<file path="config.mk">
export PLATFORM = sky130hd
export DESIGN_NAME = cplx_mul_round
export DESIGN_NICKNAME = d
export VERILOG_FILES = /design/src/rtl/cmul_pkg.sv /design/src/rtl/cmul_partial.sv /design/src/rtl/cmul_merge.sv /design/src/rtl/cplx_mul_round.sv
export SDC_FILE = /design/constraint.sdc
export NUM_CORES = 2
export LEC_CHECK = 0
export BUFFER_PORTS_ARGS = -buffer_cell sky130_fd_sc_hd__buf_2
export CAP_MARGIN = 15
export CORE_UTILIZATION = 35
export CTS_CLUSTER_SIZE = 40
export DETAILED_ROUTE_END_ITERATION = 8
export PLACE_DENSITY = 0.55
export SLEW_MARGIN = 5
export SYNTH_ARGS = -nofsm -noshare
export SYNTH_HDL_FRONTEND = slang
export SYNTH_SLANG_ARGS = --single-unit
</file>
<file path="constraint.sdc">
create_clock -name clk -period 13.52 [get_ports clk]
set_clock_uncertainty 0.05 [all_clocks]
set_input_delay 1.352 -clock clk [delete_from_list [all_inputs] [get_ports clk]]
set_output_delay 1.352 -clock clk [all_outputs]
set_load 0.02 [all_outputs]
</file>
<file path="src/rtl/cmul_pkg.sv">
package cmul_pkg;
   // Output timing variant of the multiplier
   typedef enum logic {
      CMUL_COMB = 1'b0,
      CMUL_REG  = 1'b1
   } cmul_stage_e;
endpackage

</file>
<file path="src/rtl/cmul_partial.sv">
// Forms the four cross products between operand halves, each optionally doubled.
// Index k: bit 1 selects the half of op_a (0 real, 1 imag), bit 0 the half of op_b.
module cmul_partial #(
   parameter int HALF_W = 16
) (
   input  logic [2*HALF_W-1:0]    op_a,
   input  logic [2*HALF_W-1:0]    op_b,
   input  logic                   scale_en,
   output logic [3:0][2*HALF_W:0] prod
);
   localparam int WORD_W = 2 * HALF_W;
   localparam int PROD_W = WORD_W + 1;

   if (HALF_W < 2) begin : g_bad_width
      $error("cmul_partial: HALF_W must be at least 2");
   end

   for (genvar k = 0; k < 4; k++) begin : g_prod
      localparam bit A_IMAG = ((k / 2) == 1);
      localparam bit B_IMAG = ((k % 2) == 1);
      logic signed [HALF_W-1:0] x_half;
      logic signed [HALF_W-1:0] y_half;
      logic signed [WORD_W-1:0] raw;
      logic signed [PROD_W-1:0] ext;

      if (A_IMAG) begin : g_ai
         assign x_half = op_a[WORD_W-1:HALF_W];
      end else begin : g_ar
         assign x_half = op_a[HALF_W-1:0];
      end
      if (B_IMAG) begin : g_bi
         assign y_half = op_b[WORD_W-1:HALF_W];
      end else begin : g_br
         assign y_half = op_b[HALF_W-1:0];
      end

      assign raw     = x_half * y_half;
      assign ext     = {raw[WORD_W-1], raw};
      assign prod[k] = scale_en ? (ext <<< 1) : ext;
   end
endmodule

</file>
<file path="src/rtl/cmul_merge.sv">
// Combines two products, adds the rounding bias, clamps to the double-width range
// and returns the upper half of the clamped value.
module cmul_merge #(
   parameter int HALF_W   = 16,
   parameter bit SUBTRACT = 1'b0
) (
   input  logic [2*HALF_W:0]   prod_x,
   input  logic [2*HALF_W:0]   prod_y,
   output logic [HALF_W-1:0]   half,
   output logic                clip
);
   localparam int WORD_W = 2 * HALF_W;
   localparam int PROD_W = WORD_W + 1;
   localparam int ACC_W  = PROD_W + 2;
   localparam int EXT_W  = ACC_W - PROD_W;
   localparam int TOP_W  = ACC_W - WORD_W + 1;

   localparam logic signed [ACC_W-1:0] RND_BIAS =
      {{(ACC_W-HALF_W){1'b0}}, 1'b1, {(HALF_W-1){1'b0}}};
   localparam logic signed [ACC_W-1:0] SAT_MAX =
      {{TOP_W{1'b0}}, {(WORD_W-1){1'b1}}};
   localparam logic signed [ACC_W-1:0] SAT_MIN =
      {{TOP_W{1'b1}}, {(WORD_W-1){1'b0}}};
   localparam logic [WORD_W-1:0] CLAMP_HI = {1'b0, {(WORD_W-1){1'b1}}};
   localparam logic [WORD_W-1:0] CLAMP_LO = {1'b1, {(WORD_W-1){1'b0}}};

   logic signed [ACC_W-1:0] lhs;
   logic signed [ACC_W-1:0] rhs;
   logic signed [ACC_W-1:0] mixed;
   logic signed [ACC_W-1:0] acc;
   logic                    over_hi;
   logic                    over_lo;
   logic [WORD_W-1:0]       clamped;

   assign lhs = {{EXT_W{prod_x[PROD_W-1]}}, prod_x};
   assign rhs = {{EXT_W{prod_y[PROD_W-1]}}, prod_y};

   if (SUBTRACT) begin : g_sub
      assign mixed = lhs - rhs;
   end else begin : g_add
      assign mixed = lhs + rhs;
   end

   assign acc     = mixed + RND_BIAS;
   assign over_hi = (acc > SAT_MAX);
   assign over_lo = (acc < SAT_MIN);

   always_comb begin
      if (over_hi)      clamped = CLAMP_HI;
      else if (over_lo) clamped = CLAMP_LO;
      else              clamped = acc[WORD_W-1:0];
   end

   assign half = clamped[WORD_W-1:HALF_W];
   assign clip = over_hi | over_lo;
endmodule

</file>
<file path="src/rtl/cplx_mul_round.sv">
module cplx_mul_round #(
   parameter int                   HALF_W = 16,
   parameter cmul_pkg::cmul_stage_e STAGE = cmul_pkg::CMUL_REG
) (
   input  logic                  clk,
   input  logic                  rst,
   input  logic                  scale_en,
   input  logic [2*HALF_W-1:0]   op_a,
   input  logic [2*HALF_W-1:0]   op_b,
   output logic [2*HALF_W-1:0]   result,
   output logic                  sat_seen
);
   localparam int WORD_W = 2 * HALF_W;
   localparam logic [HALF_W-1:0] HALF_MAX = {1'b0, {(HALF_W-1){1'b1}}};
   localparam logic [HALF_W-1:0] HALF_MIN = {1'b1, {(HALF_W-1){1'b0}}};

   if (HALF_W < 2) begin : g_bad_width
      $error("cplx_mul_round: HALF_W must be at least 2");
   end

   logic [3:0][WORD_W:0] prod;
   logic [HALF_W-1:0]    re_half;
   logic [HALF_W-1:0]    im_half;
   logic                 re_clip;
   logic                 im_clip;
   logic                 clip_now;
   logic [WORD_W-1:0]    comb_word;
   logic                 sat_q;

   cmul_partial #(.HALF_W(HALF_W)) u_partial (
      .op_a     (op_a),
      .op_b     (op_b),
      .scale_en (scale_en),
      .prod     (prod)
   );

   // real: ar*br - ai*bi  (indices 0 and 3)
   cmul_merge #(.HALF_W(HALF_W), .SUBTRACT(1'b1)) u_merge_re (
      .prod_x (prod[0]),
      .prod_y (prod[3]),
      .half   (re_half),
      .clip   (re_clip)
   );

   // imaginary: ar*bi + ai*br  (indices 1 and 2)
   cmul_merge #(.HALF_W(HALF_W), .SUBTRACT(1'b0)) u_merge_im (
      .prod_x (prod[1]),
      .prod_y (prod[2]),
      .half   (im_half),
      .clip   (im_clip)
   );

   assign comb_word = {im_half, re_half};
   assign clip_now  = re_clip | im_clip;

   if (STAGE == cmul_pkg::CMUL_REG) begin : g_reg
      logic [WORD_W-1:0] result_q;
      always_ff @(posedge clk) begin
         if (rst) result_q <= '0;
         else     result_q <= comb_word;
      end
      assign result = result_q;

      // registered word equals the datapath value of the previous edge
      p_reg_stage_r7: assert property (@(posedge clk) disable iff (rst)
         1'b1 |=> (result == $past(comb_word)));

      // reset empties the output stage
      p_reset_clear_r7: assert property (@(posedge clk)
         rst |=> (result == '0));
   end else begin : g_comb
      assign result = comb_word;
   end

   always_ff @(posedge clk) begin
      if (rst) sat_q <= 1'b0;
      else     sat_q <= sat_q | clip_now;
   end
   assign sat_seen = sat_q;

   // a clipped real half is pinned to an extreme code
   p_clip_pin_re_r4: assert property (@(posedge clk) disable iff (rst)
      re_clip |-> (re_half == HALF_MAX || re_half == HALF_MIN));

   // a clipped imaginary half is pinned to an extreme code
   p_clip_pin_im_r4: assert property (@(posedge clk) disable iff (rst)
      im_clip |-> (im_half == HALF_MAX || im_half == HALF_MIN));

   // a clip raises the sticky flag at the next edge
   p_sticky_set_r8: assert property (@(posedge clk) disable iff (rst)
      clip_now |=> sat_seen);

   // the sticky flag never drops outside reset
   p_sticky_hold_r8: assert property (@(posedge clk) disable iff (rst)
      sat_seen |=> sat_seen);

   // reset clears the sticky flag
   p_sticky_reset_r8: assert property (@(posedge clk)
      rst |=> !sat_seen);
endmodule

</file>
==> flow_metrics.env <==
export IMPL_antenna_found_initial=17
export IMPL_rsz0062_at_grt="false"
export IMPL_cts_root_buf="clkbuf_16"
export IMPL_clk_pin_slew_ps=60
export IMPL_synth_area_per_cell_um2=8.57
export IMPL_tritoncts="done"
export IMPL_worst_endpoint_arrival_ps=12510
export IMPL_layout_nets=6875
export IMPL_grt_pass1_vias=38700
export IMPL_synthArstFlopShare_pct=0
export IMPL_final_cells=7123
export IMPL_cts_htree_levels=2
export IMPL_hold_buffers=0
export IMPL_cts_inserted_buffers=5
export IMPL_die_h_um=368
export IMPL_io_buffers=99
export IMPL_coreArea_um2=132000
export IMPL_routed_wl_um=135000
export IMPL_start_kind="input pin"
export IMPL_crit_fanout=32
export IMPL_rows=133
export IMPL_postCtsSetupRepairBufs=0
export IMPL_drive_gt1_share_pct=4.16
export IMPL_fmax_ghz=0.0809
export IMPL_wl_per_cell_um=18.9
export IMPL_synth_ff_latch_count=33
export IMPL_critPathBufInv=2
export IMPL_hold_path_class="reg2reg"
export IMPL_period_share_pct=91.5
export IMPL_syn_to_final_growth_pct=4.77
export IMPL_vias=35700
export IMPL_finalCriticalPeriod_ps=12360
export IMPL_grt_pass1_wl_um=220000
export IMPL_crit_type="in2reg"
export IMPL_cp_slowest_cell="buf_2"
export IMPL_drc_errors=0
export IMPL_dieArea_um2=135000
export IMPL_initial_core_util_pct=35.4
export IMPL_num_io_pins=100
export IMPL_ys_types=93
export IMPL_clk_path_buf_depth=2
export IMPL_yosysSeqAreaShare_pct=1.41
export IMPL_synthCells=5455
export IMPL_ant_nets=0
export IMPL_final_hold_viol_count=0
export IMPL_synth_nets=6970
export IMPL_hpwl_um=112000
export IMPL_cp_top_family="adder cells"
export IMPL_final_max_slew_viol_count=0
export IMPL_run_status="complete, no violations"
export IMPL_max_cap_violations=0
export IMPL_synth_ff_type="dfxtp_1"
export IMPL_die_w_um=368
export IMPL_grt_usage_pct=20.8
export IMPL_grt_max_degree=64
export IMPL_cpMostUsedCell="fa_1"
export IMPL_finalSetupViolCount=0
export IMPL_synthesis_area_um2=46800
export IMPL_first_pass_iters=8
export IMPL_num_fill_cells=13700
export IMPL_place_gp_congestion=0.898
export IMPL_cp_end_kind="flop"
export IMPL_grt_ovfl_total=0
export IMPL_via_per_inst=5.01
export IMPL_dp_cells=7108
export IMPL_insertion_delay_ps=290
export IMPL_slowest_delay_ps=740
export IMPL_cts_sinks=33
export IMPL_detail_route_iter0_violations=2224
export IMPL_tightest_slew_ps=1100
export IMPL_synth_edff_count=0
export IMPL_finalSetupTns_ps=0
export IMPL_ys_warn_count=0
export IMPL_required_ps=13670
export IMPL_cts_resized=0
export IMPL_slew_headroom_pct=25.8
worst paths after layout:
| path | from | slack, ps | cells after the start | to |
|---|---|---|---|---|
| min reg2reg | sat_seen | 480 | 2 | sat_seen |
| max reg2reg | sat_seen | 12670 | 2 | sat_seen |
| min | sat_seen | 480 | 2 | sat_seen |
| max | op_a[26] | 1160 | 36 | result[10] |
stage by stage:
step	utilization, %	hold slack [ps]	cell area (um2)	setup WS (ps)
after CTS	37.1	490	49000	1230
after detailed placement	37.0	477	48800	966
final	37.1	485	49000	1160
after global routing	37.1	507	49000	427
after global placement	37.0	469	48800	1120
after floorplan	-	601	46800	2990
worst reg2reg max path, stage by stage (launching register included):
cell      delay, ps
dfxtp_1         310
nor4bb_1        270
a21oi_1         100
logic make-up after synthesis:
kind of cell	after synthesis	synth area share, %
compound gates	597	8.30
xor+xnor	211	3.95
fa+ha+maj	1448	55.6
buf+inv	1454	11.7
flops	33	1.41
mux	73	1.65
simple gates	1639	17.4
layout make-up:
class                   count  area (um2)  area share [%]
multi-input cells        3968       40600            82.9
inverters                1212        4550            9.28
well taps                1755        2200            4.48
repair buffers            140         806            1.64
flip-flops and latches     33         661            1.35
clock buffers               6         129           0.263
diodes                      7        17.5          0.0357
clock inverters             2        10.0          0.0204
sequential cells by signal (all words and copies together) (netlist names):
register	flops
sat_seen	1
result	32
synth_stat cells, types with 20 or more instances:
cell | instances | area [um2]
inv_1 | 1212 | 4550
fa_1 | 1050 | 21000
nand2_1 | 698 | 2620
and2_1 | 458 | 2870
ha_1 | 398 | 4980
clkbuf_1 | 228 | 856
a21oi_1 | 179 | 896
nor2_1 | 158 | 593
xnor2_1 | 147 | 1290
o21ai_0 | 136 | 681
a21o_1 | 85 | 638
xor2_1 | 64 | 561
nor3_1 | 54 | 270
nand3_1 | 51 | 255
nand2b_1 | 49 | 307
mux2i_1 | 40 | 400
nand4_1 | 34 | 213
dfxtp_1 | 33 | 661
mux2_2 | 33 | 372
nor2b_1 | 33 | 206
and3_1 | 25 | 156
a31oi_1 | 22 | 138
o21bai_1 | 20 | 150
cell usage in the layout (no fill, tap or decap), drive strengths merged, types with 22 or more instances in the layout:
cell type,netlist,routed
a21o,85,85
a21oi,181,181
a31oi,22,22
and2,459,459
and3,25,25
buf,14,140
dfxtp,33,33
fa,1050,1050
ha,398,398
inv,1212,1212
mux2,33,33
mux2i,40,40
nand2,698,698
nand2b,49,49
nand3,52,52
nand4,34,34
nor2,158,158
nor2b,33,33
nor3,54,54
o21ai,147,147
xnor2,147,147
xor2,64,64
metal layers:
layer  up-vias  GRT usage [%]  wire, um
met4        12           5.31      4360
met5         -              0        73
met2       813           36.2     65500
met3       142           1.72      6190
li1      16400              -         -
met1     18400           27.8     58700
Power is not shown: default switching activity piles up to over one toggle a cycle in this logic, so the estimate is an artifact.
